[config.mk]
export PLATFORM = sky130hd
export DESIGN_NAME = tmp_limit_mon
export DESIGN_NICKNAME = d
export VERILOG_FILES = /design/src/rtl/tmon_pkg.sv /design/src/rtl/tmon_mode_fsm.sv /design/src/rtl/tmon_chan.sv /design/src/rtl/tmp_limit_mon.sv
export SDC_FILE = /design/constraint.sdc
export NUM_CORES = 1
export LEC_CHECK = 0
export ABC_AREA = 0
export CORE_MARGIN = 3
export CORE_UTILIZATION = 44
export CTS_BUF_LIST = sky130_fd_sc_hd__clkbuf_8
export CTS_CLUSTER_DIAMETER = 120
export DETAILED_ROUTE_END_ITERATION = 16
export GPL_TIMING_DRIVEN = 0
export PLACE_DENSITY = 0.73
export RECOVER_POWER = 25
export SYNTH_ARGS = -nofsm -noshare
export SYNTH_HDL_FRONTEND = slang
export SYNTH_SLANG_ARGS = --single-unit
[constraint.sdc]
create_clock -name clk -period 5.2 [get_ports clk]
set_input_delay 1.04 -clock clk [delete_from_list [all_inputs] [get_ports clk]]
set_output_delay 1.04 -clock clk [all_outputs]
set_load 0.05 [all_outputs]
[src/rtl/tmon_pkg.sv]
package tmon_pkg;
    typedef enum logic [1:0] {
        MODE_SLEEP = 2'd0,
        MODE_WAKE  = 2'd1,
        MODE_RUN   = 2'd2
    } tmon_mode_e;

    localparam logic [3:0] OFS_STBY  = 4'h8;
    localparam logic [3:0] OFS_CHSEL = 4'h9;
    localparam logic [3:0] OFS_CFG   = 4'hA;
    localparam logic [3:0] OFS_READ  = 4'hB;
    localparam logic [3:0] OFS_HI    = 4'hC;
    localparam logic [3:0] OFS_LO    = 4'hD;
    localparam logic [3:0] OFS_OT    = 4'hE;

    localparam int CFG_EN   = 0;
    localparam int CFG_LO   = 1;
    localparam int CFG_HI   = 2;
    localparam int CFG_OT   = 3;
    localparam int CFG_OPEN = 6;
    localparam int NFLAG    = 3;
endpackage

[src/rtl/tmon_mode_fsm.sv]
module tmon_mode_fsm
    import tmon_pkg::*;
(
    input  logic       clk,
    input  logic       rst_n,
    input  logic       stby_wr,
    input  logic       stby_bit,
    output tmon_mode_e mode,
    output logic       run,
    output logic       standby
);
    tmon_mode_e mode_q, mode_d;

    // state register
    always_ff @(posedge clk) begin
        if (!rst_n) mode_q <= MODE_SLEEP;
        else        mode_q <= mode_d;
    end

    // transitions
    always_comb begin
        mode_d = mode_q;
        unique case (mode_q)
            MODE_SLEEP: if (stby_wr && !stby_bit) mode_d = MODE_WAKE;
            MODE_WAKE:  mode_d = (stby_wr && stby_bit) ? MODE_SLEEP : MODE_RUN;
            MODE_RUN:   if (stby_wr && stby_bit) mode_d = MODE_SLEEP;
            default:    mode_d = MODE_SLEEP;
        endcase
    end

    // outputs
    always_comb begin
        mode    = mode_q;
        run     = (mode_q == MODE_RUN);
        standby = (mode_q == MODE_SLEEP);
    end
endmodule

[src/rtl/tmon_chan.sv]
module tmon_chan
    import tmon_pkg::*;
#(
    parameter int DW = 8
) (
    input  logic          clk,
    input  logic          rst_n,
    input  logic          run,
    input  logic          sel_hit,
    input  logic          wr,
    input  logic [3:0]    addr,
    input  logic [7:0]    wdata,
    input  logic          smp_valid,
    input  logic [DW-1:0] smp_data,
    input  logic          smp_open,
    output logic [7:0]    rd_byte,
    output logic [NFLAG-1:0] flags,
    output logic [DW-1:0] reading
);
    logic              en_q;
    logic [NFLAG-1:0]  flg_q, flg_set, flg_clr;
    logic [DW-1:0]     rd_q, hi_q, lo_q, ot_q;
    logic              accept, wr_hit;

    always_comb begin
        wr_hit  = sel_hit && wr;
        accept  = run && en_q && smp_valid;
        flg_clr = (wr_hit && addr == OFS_CFG) ? wdata[CFG_OT:CFG_LO] : '0;
        flg_set = '0;
        if (accept) begin
            flg_set[0] = $signed(smp_data) <= $signed(lo_q);
            flg_set[1] = $signed(smp_data) >= $signed(hi_q);
            flg_set[2] = $signed(smp_data) >= $signed(ot_q);
        end
    end

    always_ff @(posedge clk) begin
        if (!rst_n) begin
            en_q  <= 1'b0;
            flg_q <= '0;
            rd_q  <= '0;
            hi_q  <= '0;
            lo_q  <= '0;
            ot_q  <= '0;
        end else begin
            flg_q <= (flg_q & ~flg_clr) | flg_set;
            if (accept) rd_q <= smp_data;
            if (wr_hit) begin
                case (addr)
                    OFS_CFG: en_q <= wdata[CFG_EN];
                    OFS_HI:  hi_q <= wdata[DW-1:0];
                    OFS_LO:  lo_q <= wdata[DW-1:0];
                    OFS_OT:  ot_q <= wdata[DW-1:0];
                    default: ;
                endcase
            end
        end
    end

    always_comb begin
        rd_byte = '0;
        case (addr)
            OFS_CFG: begin
                rd_byte[CFG_EN]          = en_q;
                rd_byte[CFG_OT:CFG_LO]   = flg_q;
                rd_byte[CFG_OPEN]        = smp_open;
            end
            OFS_READ: rd_byte = 8'(rd_q);
            OFS_HI:   rd_byte = 8'(hi_q);
            OFS_LO:   rd_byte = 8'(lo_q);
            OFS_OT:   rd_byte = 8'(ot_q);
            default:  rd_byte = '0;
        endcase
        flags   = flg_q;
        reading = rd_q;
    end
endmodule

[src/rtl/tmp_limit_mon.sv]
module tmp_limit_mon
    import tmon_pkg::*;
#(
    parameter int NCH = 3,
    parameter int DW  = 8
) (
    input  logic              clk,
    input  logic              rst_n,
    input  logic              bus_wr,
    input  logic [3:0]        bus_addr,
    input  logic [7:0]        bus_wdata,
    output logic [7:0]        bus_rdata,
    input  logic [NCH-1:0]    smp_valid,
    input  logic [NCH*DW-1:0] smp_data,
    input  logic [NCH-1:0]    smp_open,
    output logic              ot_alarm
);
    localparam int SELW = (NCH > 1) ? $clog2(NCH) : 1;

    tmon_mode_e             mode;
    logic                   run, standby;
    logic [SELW-1:0]        sel_q;
    logic [7:0]             chan_rd [NCH];
    logic [NCH*NFLAG-1:0]   flag_vec;
    logic [NCH*DW-1:0]      read_vec;
    logic [NCH-1:0]         ot_bits;

    tmon_mode_fsm u_fsm (
        .clk      (clk),
        .rst_n    (rst_n),
        .stby_wr  (bus_wr && bus_addr == OFS_STBY),
        .stby_bit (bus_wdata[0]),
        .mode     (mode),
        .run      (run),
        .standby  (standby)
    );

    always_ff @(posedge clk) begin
        if (!rst_n) sel_q <= '0;
        else if (bus_wr && bus_addr == OFS_CHSEL && bus_wdata < 8'(NCH))
            sel_q <= bus_wdata[SELW-1:0];
    end

    for (genvar i = 0; i < NCH; i++) begin : g_ch
        tmon_chan #(.DW(DW)) u_ch (
            .clk       (clk),
            .rst_n     (rst_n),
            .run       (run),
            .sel_hit   (sel_q == SELW'(i)),
            .wr        (bus_wr),
            .addr      (bus_addr),
            .wdata     (bus_wdata),
            .smp_valid (smp_valid[i]),
            .smp_data  (smp_data[i*DW +: DW]),
            .smp_open  (smp_open[i]),
            .rd_byte   (chan_rd[i]),
            .flags     (flag_vec[i*NFLAG +: NFLAG]),
            .reading   (read_vec[i*DW +: DW])
        );
        assign ot_bits[i] = flag_vec[i*NFLAG + 2];
    end

    always_comb begin
        bus_rdata = '0;
        case (bus_addr)
            OFS_STBY:  bus_rdata = {7'd0, standby};
            OFS_CHSEL: bus_rdata = 8'(sel_q);
            OFS_CFG, OFS_READ, OFS_HI, OFS_LO, OFS_OT:
                       bus_rdata = chan_rd[sel_q];
            default:   bus_rdata = '0;
        endcase
        ot_alarm = |ot_bits;
    end
endmodule

==> flow_summary.toml <==
[synthesis]
syn_nets = 948
synthTopCellsByArea = "dfxtp_1, ha_1, mux2i_1"
async_flop_share = 0
synth-edff-count = 0
synth_cell_types = 57
ys_ff_latch = 112
synthFlopType = "dfxtp_1"
avgSynthCellArea_um2 = 8.75
synth_top_cell_by_area = "dfxtp_1"
yosysMostFrequentCell = "dfxtp_1"
synth_top_area_share = 0.308
yosysSeqAreaShare = 0.308
synth_common_cells = "dfxtp_1, nand2_1, mux2i_1"
synth_warnings = 0
synth_area_um2 = 7270
netlist_instances = 831

[route]
drt_iter0_markers = 697
antenna_left = 0
vias = 6431
dr.pass1.iters = 6
wl_per_cell_um = 20.3
vias_per_cell = 5.80
post-route-drc-count = 0
routed_wl_um = 22500

[sta]
max_clock_freq_mhz = 196
tns_ns = 0
worst_slew_pin_slew_ns = 0.968
whs_ns = 0.473
finalSetupViolCount = 0
hold_viol_final = 0
min_period_over_period = 0.981
fin_ws_ns = 0.0977
finalClockSkew_ns = 0.00871
rsz0062_at_grt = "false"
period_needed_ns = 5.10
relSlewSlack = 0.355
drv_slew = 0

[clock_tree]
post_cts_buffers = 0
cts_tree = "done"
cts_htree_levels = 3
clkLatencyLatePin_ns = 0.40
cts-hold-fix-buffers = 0
cts.sink_count = 112
ctsResizeCount = 0
path_clk_slew_ns = 0.11
cts.path.max_buffers = 2
clk_root_buffer_cell = "clkbuf_8"
cts_buffers = 9

[floorplan]
core_area_um2 = 16000
die_height_um = 135
ios = 54
rows = 46
dieWidth_um = 135
die_area_um2 = 18100
start_util = 0.454

[setup_path]
rrSetupSlack_ns = 3.11
cp_common_cell = "a21oi_1"
cp-start-kind = "primary input"
critPathKind = "in2out"
crit_chain = "dlygate4sd3_1 > and4b_1 > clkbuf_1 > buf_6 > a21oi_1 > a21oi_1 > a21oi_1 > o31ai_1 > clkdlybuf4s50_1"
path_max_fanout = 10
worst_path_largest_cell_delay_ns = 0.91
crit_buf_inv = 4
r2r_start = "u_fsm.mode[1]"
cp_slowest_cell = "clkdlybuf4s50_1"
crit_family = "buffers and inverters"
cp-end-kind = "output port"
required_ns = 4.16
crit_start = "bus_addr[3]"
arrival_ns = 4.06

[grt]
grt_usage = 0.248
overflow = 0
grt_max_degree = 18
grt_antenna_before_repair = 0
grt_first_pass_wirelength_um = 34500
first_global_vias = 6076

[power_and_ir_drop]
power.share.clock = 0.330
leakage_nw = 3.09
p_comb_frac = 0.138
power.internal_mw = 1.17
p_seq_frac = 0.532
switchingPower_uw = 450
ir_worst_vdd_v = 0.000119
fin_total_pwr_mw = 1.62
netSwitchingFraction = 0.277
p_per_area_nw_per_um2 = 198

[placement]
place_ws_ns = 0.187
gp_congestion = 0.968
hpwl_um = 16700
portBuffers = 46

[cells_and_area]
areaGrowthSynthToFinish_pct = 12.5
num-fill-cells = 1585
seqCellArea_um2 = 2240
drive_above_1_share = 0.0527
final_util = 0.511
nNetsFinal = 1005
n_antenna_cell = 0
multiInputGateArea_um2 = 4500

[hold_path]
hold_class = "reg2reg"
min-delay-start = "g_ch[2].u_ch.reading[1]"

[outcome]
status = "finished, final reports clean"

[job]
maxCapViolCount = 0
## cell type report
cell class	instances	share of cell area
inverter	74	0.0340
timing repair buffer	46	0.0563
multi-input combinational	596	0.550
tap	216	0.0331
buffer	49	0.0295
clock buffer	9	0.0151
clock inverter	6	0.00750
sequential	112	0.274
## stage by stage
step	area [um2]	std cells
after floorplan	7270	831
after global placement	8000	1093
after detailed placement	8000	1093
after CTS	8190	1108
after global routing	8180	1108
final	8180	1108
## layer usage
layer  GRT usage  share of wire  up-vias
met5           0              0        -
met4       0.106          0.036        0
met3      0.0432          0.083       61
met2       0.389           0.45      293
met1       0.339           0.43     3035
li1            -              -     3042
## kinds of logic (layout without fill, tap and decap cells)
group	count (synthesis)	count (layout)	share of synthesized area
multiplexers	90	90	0.125
adder cells (fa/ha/maj)	72	72	0.124
AO/OA/AOI/OAI	187	187	0.186
XOR/XNOR	1	1	0.00120
buffers and inverters	123	184	0.0721
AND/OR/NAND/NOR	246	246	0.184
flip-flops	112	112	0.308
## cell usage in the layout, fill, tap and decap left out, types with 10 or more instances in the layout
master,netlist,layout
mux2i_1,85,85
a21boi_1,19,19
inv_1,73,73
nor3_1,11,11
ha_1,72,72
nor2b_1,72,72
nor2_1,19,19
o21ai_0,21,21
buf_2,14,10
clkbuf_1,25,29
a21o_1,12,12
o31ai_1,10,10
nand2_1,93,93
a21oi_1,21,21
a21boi_0,24,24
dfxtp_1,112,112
clkdlybuf4s50_1,0,42
a22oi_1,19,19
o211ai_1,11,11
## state kept, by name (all words and copies together) (netlist names)
| name | count |
|---|---|
| g_ch.u_ch.flags | 9 |
| g_ch.u_ch.hi_q | 24 |
| g_ch.u_ch.lo_q | 24 |
| sel_q | 2 |
| g_ch.u_ch.ot_q | 24 |
| g_ch.u_ch.en_q | 3 |
| u_fsm.mode | 2 |
| g_ch.u_ch.reading | 24 |
## power by group through the flow
stage	logic [mW]	clock network [mW]	registers, mW
final	0.224	0.536	0.862
after global routing	0.240	0.566	0.863
after CTS	0.222	0.537	0.862
after detailed placement	0.220	0	0.882
after global placement	0.217	0	0.882
after floorplan	0.125	0	0.881
## path summary, 6_finish.rpt
kind                             endpoint  cells after the start
hold reg to reg   g_ch[2].u_ch.reading[1]                      2
setup / recovery             bus_rdata[1]                      9
setup reg to reg    g_ch[1].u_ch.flags[1]                      5
hold / removal    g_ch[2].u_ch.reading[1]                      2
## tightest hold or removal path, cell delays in order (launching register included)
cell	delay, ns
dfxtp_1	0.33
nand2_1	0.05
a21boi_0	0.06
Power figures use the tool's default switching activity.
